$ cat src/rtl/eis_pkg.sv
package eis_pkg;
  typedef enum logic [1:0] {
    SEL_SENSE = 2'd0,
    SEL_PEND  = 2'd1,
    SEL_MASK  = 2'd2,
    SEL_NONE  = 2'd3
  } reg_sel_e;
endpackage

$ cat src/rtl/eis_sync.sv
module eis_sync #(
  parameter int W = 8,
  parameter int STAGES = 2,
  parameter logic RST_VAL = 1'b1
) (
  input  logic         clk,
  input  logic         rst,
  input  logic [W-1:0] d_i,
  output logic [W-1:0] q_o
);
  logic [W-1:0] stg [STAGES];

  always_ff @(posedge clk) begin
    if (rst) begin
      for (int s = 0; s < STAGES; s++) stg[s] <= {W{RST_VAL}};
    end else begin
      stg[0] <= d_i;
      for (int s = 1; s < STAGES; s++) stg[s] <= stg[s-1];
    end
  end

  assign q_o = stg[STAGES-1];
endmodule

$ cat src/rtl/eis_line.sv
module eis_line (
  input  logic clk,
  input  logic rst,
  input  logic pin_n_i,
  input  logic edge_sel_i,
  input  logic clr_i,
  output logic pend_o,
  output logic fall_o
);
  logic prev_q;

  // previous synchronized sample; idle level is high
  always_ff @(posedge clk) begin
    if (rst) prev_q <= 1'b1;
    else     prev_q <= pin_n_i;
  end

  assign fall_o = prev_q & ~pin_n_i;

  // edge: an event outranks a clear; level: mirror the pin
  always_ff @(posedge clk) begin
    if (rst)             pend_o <= 1'b0;
    else if (edge_sel_i) pend_o <= fall_o | (pend_o & ~clr_i);
    else                 pend_o <= ~pin_n_i;
  end
endmodule

$ cat src/rtl/eis_regs.sv
module eis_regs
  import eis_pkg::*;
#(
  parameter int N = 8,
  parameter int DW = 32,
  parameter int AW = 2,
  parameter int SENSE_TOP = 15,
  parameter int ROUTE_BIT = 0
) (
  input  logic          clk,
  input  logic          rst,
  input  logic          wr_en_i,
  input  logic [AW-1:0] addr_i,
  input  logic [DW-1:0] wdata_i,
  output logic [N-1:0]  edge_sel_o,
  output logic [N-1:0]  en_o,
  output logic          route_o,
  output logic [N-1:0]  clr_o
);
  reg_sel_e sel;
  assign sel = reg_sel_e'(addr_i[1:0]);

  logic wr_sense, wr_pend, wr_mask;
  assign wr_sense = wr_en_i && (sel == SEL_SENSE);
  assign wr_pend  = wr_en_i && (sel == SEL_PEND);
  assign wr_mask  = wr_en_i && (sel == SEL_MASK);

  always_ff @(posedge clk) begin
    if (rst) begin
      edge_sel_o <= '0;
      en_o       <= '0;
      route_o    <= 1'b0;
    end else begin
      if (wr_sense)
        for (int n = 0; n < N; n++) edge_sel_o[n] <= wdata_i[SENSE_TOP-n];
      if (wr_mask) begin
        for (int n = 0; n < N; n++) en_o[n] <= wdata_i[DW-1-n];
        route_o <= wdata_i[ROUTE_BIT];
      end
    end
  end

  generate
    for (genvar g = 0; g < N; g++) begin : g_clr
      assign clr_o[g] = wr_pend & wdata_i[DW-1-g];
    end
  endgenerate
endmodule

$ cat src/rtl/ext_irq_sense.sv
module ext_irq_sense
  import eis_pkg::*;
#(
  parameter int N = 8,
  parameter int DW = 32,
  parameter int AW = 2,
  parameter int SYNC_STAGES = 2,
  parameter int SENSE_TOP = 15,
  parameter int ROUTE_BIT = 0
) (
  input  logic          clk,
  input  logic          rst,
  input  logic [N-1:0]  irq_n_i,
  input  logic          wr_en_i,
  input  logic          rd_en_i,
  input  logic [AW-1:0] addr_i,
  input  logic [DW-1:0] wdata_i,
  output logic [DW-1:0] rdata_o,
  output logic [N-1:0]  req_o,
  output logic          mchk_o
);
  localparam logic [N-1:0] LINE0 = N'(1);

  logic [N-1:0] sync_n, edge_sel, en, clr, pend, fall;
  logic         route;

  eis_sync #(.W(N), .STAGES(SYNC_STAGES), .RST_VAL(1'b1)) u_sync (
    .clk(clk), .rst(rst), .d_i(irq_n_i), .q_o(sync_n)
  );

  eis_regs #(.N(N), .DW(DW), .AW(AW), .SENSE_TOP(SENSE_TOP), .ROUTE_BIT(ROUTE_BIT)) u_regs (
    .clk(clk), .rst(rst), .wr_en_i(wr_en_i), .addr_i(addr_i), .wdata_i(wdata_i),
    .edge_sel_o(edge_sel), .en_o(en), .route_o(route), .clr_o(clr)
  );

  generate
    for (genvar g = 0; g < N; g++) begin : g_line
      eis_line u_line (
        .clk(clk), .rst(rst), .pin_n_i(sync_n[g]), .edge_sel_i(edge_sel[g]),
        .clr_i(clr[g]), .pend_o(pend[g]), .fall_o(fall[g])
      );
    end
  endgenerate

  logic [DW-1:0] img_sense, img_pend, img_mask, rd_mux;
  always_comb begin
    img_sense = '0;
    img_pend  = '0;
    img_mask  = '0;
    for (int n = 0; n < N; n++) begin
      img_sense[SENSE_TOP-n] = edge_sel[n];
      img_pend[DW-1-n]       = pend[n];
      img_mask[DW-1-n]       = en[n];
    end
    img_mask[ROUTE_BIT] = route;
    case (reg_sel_e'(addr_i[1:0]))
      SEL_SENSE: rd_mux = img_sense;
      SEL_PEND:  rd_mux = img_pend;
      SEL_MASK:  rd_mux = img_mask;
      default:   rd_mux = '0;
    endcase
  end

  always_ff @(posedge clk) begin
    if (rst) begin
      rdata_o <= '0;
      req_o   <= '0;
      mchk_o  <= 1'b0;
    end else begin
      if (rd_en_i) rdata_o <= rd_mux;
      req_o  <= pend & en & ~(route ? LINE0 : '0);
      mchk_o <= route & pend[0] & en[0];
    end
  end
endmodule

$ cat config.mk
export PLATFORM = sky130hd
export DESIGN_NAME = ext_irq_sense
export DESIGN_NICKNAME = d
export VERILOG_FILES = /design/src/rtl/eis_pkg.sv /design/src/rtl/eis_sync.sv /design/src/rtl/eis_line.sv /design/src/rtl/eis_regs.sv /design/src/rtl/ext_irq_sense.sv
export SDC_FILE = /design/constraint.sdc
export NUM_CORES = 1
export LEC_CHECK = 0
export ABC_AREA = 1
export BUFFER_PORTS_ARGS = -buffer_cell sky130_fd_sc_hd__buf_2
export CORE_MARGIN = 2
export CORE_UTILIZATION = 55
export DETAILED_ROUTE_END_ITERATION = 10
export PLACE_DENSITY_LB_ADDON = 0.05
export REMOVE_ABC_BUFFERS = 1
export SYNTH_ARGS = -nofsm -noshare
export SYNTH_HDL_FRONTEND = slang
export SYNTH_SLANG_ARGS = --single-unit
$ cat constraint.sdc
create_clock -name clk -period 2.3 [get_ports clk]
set_input_delay 0.23 -clock clk [delete_from_list [all_inputs] [get_ports clk]]
set_output_delay 0.23 -clock clk [all_outputs]
set_load 0.01 [all_outputs]
==> results of run 1 <==
final timing paths:
kind                                           from                            endpoint  slack (ns)  cells past startpoint
hold reg to reg         u_sync.stg[0][0]$_SDFF_PP1_         u_sync.stg[0][8]$_SDFF_PP1_        0.41                      1
setup / recovery           rdata_o[25]$_SDFFE_PP0P_                         rdata_o[25]        1.25                      1
setup reg to reg  u_regs.edge_sel_o[5]$_SDFFE_PP0P_  g_line[5].u_line.pend_o$_SDFF_PP0_        1.50                      4
hold / removal                           irq_n_i[7]         u_sync.stg[0][7]$_SDFF_PP1_        0.06                      2
per-stage QoR:
stage,total power [mW],worst slack [ns],cells,cell area [µm²]
3_5_place_dp,1.63,1.01,489,3180
6_report,2.82,1.25,505,3420
2_1_floorplan,1.52,1.45,361,2800
3_3_place_gp,1.63,1.01,489,3180
4_1_cts,2.83,1.24,505,3420
5_1_grt,2.93,1.21,505,3420
cell type report:
cell class | instances | area share
Sequential cell | 75 | 0.439
Multi-Input combinational cell | 236 | 0.323
Timing Repair Buffer | 58 | 0.0863
Inverter | 50 | 0.0563
Clock buffer | 11 | 0.0413
Clock inverter | 5 | 0.0292
Tap cell | 70 | 0.0256
layout by cell type (no fill, tap or decap):
master	count
nor2_1	51
inv_6	1
buf_2	56
nand3_4	1
inv_2	1
dfxtp_1	75
clkinv_2	2
nor2_4	2
nand4_1	1
nand2_2	2
buf_4	2
conb_1	15
clkbuf_8	10
a21oi_2	1
nor3_1	14
or2_2	16
clkbuf_1	1
nand3_1	42
inv_1	48
o21ai_0	9
nor3b_4	1
o21bai_1	8
a21oi_1	9
nand2_1	64
bufinv_16	3
layer usage:
layer	vias up	wire [µm]	share of wire
met4	0	117	0.019
met3	13	346	0.057
met2	77	2810	0.46
met5	-	0	0
li1	1238	-	-
met1	1064	2810	0.46
cell families after synthesis:
kind of cell	share of synthesized area
AOI/OAI and AO/OA	0.0534
and+or+nand+nor	0.299
buffers and inverters	0.142
DFF	0.505
other	0.00126
where the power goes:
group          leakage [nW]  internal, mW  switching (mW)  total [mW]
Combinational         0.947        0.0810           0.148       0.229
Sequential            0.615          1.35          0.0236        1.37
Clock                 0.123         0.747           0.465        1.21
Total                  1.69          2.18           0.637        2.82
registers in the layout, indices dropped and copies added, names as in the netlist:
| name | count |
|---|---|
| g_line.u_line.pend_o | 8 |
| g_line.u_line.prev_q | 8 |
| mchk_o | 1 |
| rdata_o | 17 |
| req_o | 8 |
| u_regs.edge_sel_o | 8 |
| u_regs.en_o | 8 |
| u_regs.route_o | 1 |
| u_sync.stg | 16 |
==> metrics.md, run 1 <==
| Metric | Value |
|---|---|
| Outcome | `finished, final reports clean` |
| Top_reg_cell synth | `dfxtp_1` |
| Yosys top cell area share | `0.505` |
| Initial DRT Pass Iterations | `4` |
| Die area | `0.00601 mm²` |
| I/O pin total | `87` |
| Die Wd | `77.6 µm` |
| Peak VDD IR | `0.381 mV` |
| CORE AREA | `0.00517 mm²` |
| Post-route clock period utilization | `0.459` |
| GR Util met2 | `0.380` |
| H-tree Lvls | `3` |
| Util after Layout | `0.662` |
| Final setup TNS | `0 ns` |
| Residual DRC | `0` |
| Final Critical Period | `1.05 ns` |
| # nets final | `476` |
| Top Usage Layer GRT | `met2` |
| Synthesized area | `0.00298 mm²` |
| Reg clk slew, reported paths | `0.08 ns` |
| CP Class | `flop to output port` |
| Initial Utilization | `0.575` |
| Register area | `0.00150 mm²` |
| Setup Buffers After CTS | `0` |
| Top-count cell post-synth | `dfxtp_1` |
| Hold buffers post-CTS | `0` |
| Final Hold Fails | `0` |
| Gr usage total | `0.224` |
| CTS sink cnt | `75` |
| Initial antenna violation count | `0` |
| Largest net degree at the start of global routing | `41` |
| Crit Path Max Fanout | `2` |
| CTS max path bufs | `2` |
| GPL Wtd Cong | `0.773` |
| Via count of the first global-routing pass | `2261` |
| Register area share after synthesis | `0.505` |
| Critical-path cell with the highest stage delay | `dfxtp_1` |
| Largest delay share family, worst path | `flip-flops` |
| Slew Viols, Final | `0` |
| Leak Pwr | `1.69 nW` |
| Drt initial violations | `142` |
| Met3 usage | `0.0419` |
| Port buffer count | `56` |
| Post-route ant nets | `0` |
| Worst Hold Class | `input port to flop` |
| Via count | `2392` |
| Ranking of synthesized cells by area | `dfxtp_1 (50%), nand2_1 (8.1%), nand3_1 (7.1%)` |
| Die height | `77.6 µm` |
| Worst rel slew slack | `0.578` |
| GR Util met1 | `0.273` |
| Worst path arrival time | `0.82 ns` |
| CP endpoint kind | `output port` |
| Cells after synthesis | `381` |
| Area occupied by multi-input gates | `0.00110 mm²` |
| Global-route wire length before repair | `10500 µm` |
| Buffers & Inverters on Critical Path | `1` |
| Syn avg cell area | `7.81 µm²` |
| # diodes | `0` |
| Top post-synthesis cells by count | `dfxtp_1 (75), nand2_1 (64), nor2_1 (51)` |
| Hpwl dp | `3690 µm` |
| Fill count | `468` |
| Final setup fails | `0` |
| Post-synth EDFFs | `0` |
| Crit-path cells | `buf_2` |
| CP Launch Type | `flop` |
| Clock Latency Late Sink | `0.34 ns` |
| RSZ-0062 raised after global routing | `false` |
| CTS tree | `built` |
| CTS Root Cell | `clkbuf_8` |
| Standard-cell rows | `26` |
| CP peak stage delay | `0.35 ns` |
| Clock Skew | `0.00549 ns` |
| Fraction of registers with async set/reset | `0` |
| PwrDens | `822 mW/mm²` |
| Ys Warns | `0` |
| # resized after CTS | `0` |
| FF+latch count, synth | `75` |
| Aggregate global routing overflow | `0` |
| Maximum clock frequency | `948 MHz` |
| Count of max-cap constraint violations | `0` |
| Area delta synth->final | `15.1%` |
| WHS | `0.0620 ns` |
| Via-to-Cell Ratio | `4.74` |
| Drt total wl | `6080 µm` |
| Worst-Margin Slew | `0.634 ns` |
| Cts bufs inserted | `9` |
| Avg WL per Cell | `12.0 µm` |
| Area leader, netlist | `dfxtp_1` |
| CP required | `2.07 ns` |
| Share of cells above drive strength 1 | `0.225` |
| Yosys cell types | `24` |
Power figures use the tool's default switching activity.
==> inputs of run 2 (changes only) <==
--- a/config.mk
+++ b/config.mk
@@ -5,10 +5,10 @@
 export SDC_FILE = /design/constraint.sdc
 export NUM_CORES = 1
 export LEC_CHECK = 0
-export ABC_AREA = 1
+export ABC_AREA = 0
 export BUFFER_PORTS_ARGS = -buffer_cell sky130_fd_sc_hd__buf_2
 export CORE_MARGIN = 2
-export CORE_UTILIZATION = 55
+export CORE_UTILIZATION = 50
 export DETAILED_ROUTE_END_ITERATION = 10
 export PLACE_DENSITY_LB_ADDON = 0.05
 export REMOVE_ABC_BUFFERS = 1
==> constraint.sdc (replaced) <==
create_clock -name clk -period 1.05 [get_ports clk]
set_input_delay 0.105 -clock clk [delete_from_list [all_inputs] [get_ports clk]]
set_output_delay 0.105 -clock clk [all_outputs]
set_load 0.01 [all_outputs]
==> metrics.md, run 2 <==
| Metric | Value |
|---|---|
| Outcome | `finished, final reports clean` |
| Post-synth EDFFs | `0` |
| Share of cells above drive strength 1 | `0.346` |
| Biggest regs | `rdata_o (17), u_sync.stg (16)` |
| Buffers & Inverters on Critical Path | `1` |
| Cells after synthesis | `275` |
| Post-Synth Simple-Gate Area | `0.238` |
| Flop pwr share | `0.564` |
| Worst path arrival time | `0.81 ns` |
| Post-route ant nets | `0` |
| Most frequent cells in the layout | `dfxtp_1 (75), buf_2 (56), or2_2 (24), nand3_1 (19), a21oi_1 (19)` |
| RSZ-0062 raised after global routing | `false` |
| Standard-cell rows | `27` |
| Yosys top cell area share | `0.544` |
| Fill count | `479` |
| Total chip power | `5.27 mW` |
| Crit-path cells | `buf_2` |
| Dpl cell area | `0.00316 mm²` |
| CTS sink cnt | `75` |
| H-tree Lvls | `3` |
| Initial antenna violation count | `0` |
| Combinational share of power | `0.087` |
| Post-synthesis mux area share | `0.0290` |
| Final setup TNS | `0 ns` |
| Crit Path Max Fanout | `2` |
| CP Class | `flop to output port` |
| Die height | `78.3 µm` |
| Most common cell after layout, fill and taps aside | `dfxtp_1` |
| GPL Wtd Cong | `0.732` |
| Drt initial violations | `84` |
| Largest delay share family, worst path | `flip-flops` |
| Port buffer count | `56` |
| CTS max path bufs | `2` |
| Initial DRT Pass Iterations | `4` |
| Top post-synthesis cells by count | `dfxtp_1 (75), or2_2 (24), a21oi_1 (19), nand3_1 (19)` |
| Final instance area | `0.00340 mm²` |
| Post-route clock period utilization | `0.874` |
| Initial Utilization | `0.510` |
| Top Usage Layer GRT | `met2` |
| Avg WL per Cell | `12.6 µm` |
| Count of max-cap constraint violations | `0` |
| Global-route wire length before repair | `8800 µm` |
| Fraction of registers with async set/reset | `0` |
| Drt total wl | `5370 µm` |
| Area delta synth->final | `23.5%` |
| Cts bufs inserted | `9` |
| Slew Viols, Final | `0` |
| Area leader, netlist | `dfxtp_1` |
| Met3 usage | `0.0379` |
| PwrDens | `1550 mW/mm²` |
| Leak Pwr | `1.47 nW` |
| Ys Warns | `0` |
| Reg clk slew, reported paths | `0.07 ns` |
| Via count | `2045` |
| Flop-to-flop setup slack | `0.19 ns` |
| Peak VDD IR | `1.05 mV` |
| I/O pin total | `87` |
| Syn avg cell area | `10.0 µm²` |
| CP endpoint kind | `output port` |
| CTS tree | `built` |
| # diodes | `0` |
| Compound-Gate Fraction of Synth Area | `0.110` |
| FF+latch count, synth | `75` |
| Placed insts | `404` |
| Residual DRC | `0` |
| Adder-cell share of the synthesized area | `0` |
| Final setup fails | `0` |
| Clock power share | `0.350` |
| Net Switching | `1.21 mW` |
| Max FFs per register | `17` |
| Int Pwr | `4.05 mW` |
| Critical-path cell with the highest stage delay | `dfxtp_1` |
| Largest net degree at the start of global routing | `37` |
| CP Launch Type | `flop` |
| Final Hold Fails | `0` |
| CP peak stage delay | `0.34 ns` |
| Non-Filler Instances | `427` |
| Synthesized area | `0.00276 mm²` |
| Setup Buffers After CTS | `0` |
| Worst Hold Class | `input port to flop` |
| Clock Latency Late Sink | `0.33 ns` |
| CP required | `0.94 ns` |
| Main combinational cell family by area after synthesis | `simple AND/OR/NAND/NOR gates` |
| Aggregate global routing overflow | `0` |
| Die Wd | `78.3 µm` |
| Top-count cell post-synth | `dfxtp_1` |
| Reg with most FFs | `rdata_o` |
| Die area | `0.00613 mm²` |
| CORE AREA | `0.00541 mm²` |
| Gr usage total | `0.186` |
| Clock Skew | `0.00592 ns` |
| Final Critical Period | `0.918 ns` |
| Via-to-Cell Ratio | `4.79` |
| Maximum clock frequency | `1090 MHz` |
| Yosys cell types | `26` |
| Post-route setup slack | `0.132 ns` |
| Switching share of power | `0.230` |
| GR Util met2 | `0.289` |
| # nets final | `397` |
| Hpwl dp | `3610 µm` |
| Top_reg_cell synth | `dfxtp_1` |
| Setup Slack @ Placement | `-0.00580 ns` |
| WHS | `0.0135 ns` |
| Util after Layout | `0.630` |
| CTS Root Cell | `clkbuf_8` |
| Ranking of synthesized cells by area | `dfxtp_1 (54%), or2_2 (5.4%), buf_4 (4.9%)` |
| Via count of the first global-routing pass | `1884` |
| Synth Area in XOR/XNOR | `0` |
| Register area share after synthesis | `0.544` |
| GR Util met1 | `0.246` |
[run 2: cell types whose count changed in the layout (fill, tap and decap cells not counted), moves of 9 or more]
| cell | previous run | this run |
|---|---|---|
| inv_1 | 48 | 1 |
| nor2_1 | 51 | 18 |
| nor3_1 | 14 | 0 |
| nand3_1 | 42 | 19 |
| o21ai_0 | 9 | 0 |
| nand2b_1 | 0 | 9 |
| nand2_1 | 64 | 10 |
| a21oi_1 | 9 | 19 |
| buf_4 | 2 | 17 |
[run 2: logic make-up after synthesis]
group / after synthesis
AO/OA/AOI/OAI: 43
buffers and inverters: 34
flip-flops: 75
multiplexers: 8
other: 1
AND/OR/NAND/NOR: 114
[run 2: layer usage]
layer / vias to the layer above / wire length (µm)
li1: 1053 / -
met2: 46 / 2520
met4: 0 / 62
met1: 940 / 2580
met5: - / 0
met3: 6 / 211
[run 2: repair_timing]
item	4_1_cts	5_1_grt
gates resized for setup	0	0
hold endpoints to repair	8	0
hold buffers	8	0
[run 2: worst paths after layout]
path / from / to / cells past startpoint
setup / recovery: rdata_o[29]$_SDFFE_PP0P_ / rdata_o[29] / 1
setup reg to reg: u_sync.stg[0][8]$_SDFF_PP1_ / g_line[0].u_line.pend_o$_SDFF_PP0_ / 3
hold reg to reg: u_sync.stg[0][5]$_SDFF_PP1_ / u_sync.stg[0][13]$_SDFF_PP1_ / 1
hold / removal: wdata_i[12] / u_regs.edge_sel_o[3]$_SDFFE_PP0P_ / 3
[run 2: power by group through the flow]
stage	logic (mW)	clock network [mW]	registers (mW)
6_report	0.458	1.84	2.97
5_1_grt	0.501	2.03	2.98
4_1_cts	0.460	1.90	2.97
3_5_place_dp	0.435	0	3.03
3_3_place_gp	0.432	0	3.03
2_1_floorplan	0.173	0	3.03
[run 2: area by class of cell]
type,instances,area [µm²],share of cell area
Clock buffer,12,145,0.0426
Clock inverter,3,15.0,0.00441
Inverter,1,3.75,0.00110
Multi-Input combinational cell,180,1100,0.323
Sequential cell,75,1500,0.441
Tap cell,72,90.1,0.0265
Timing Repair Buffer,84,548,0.161
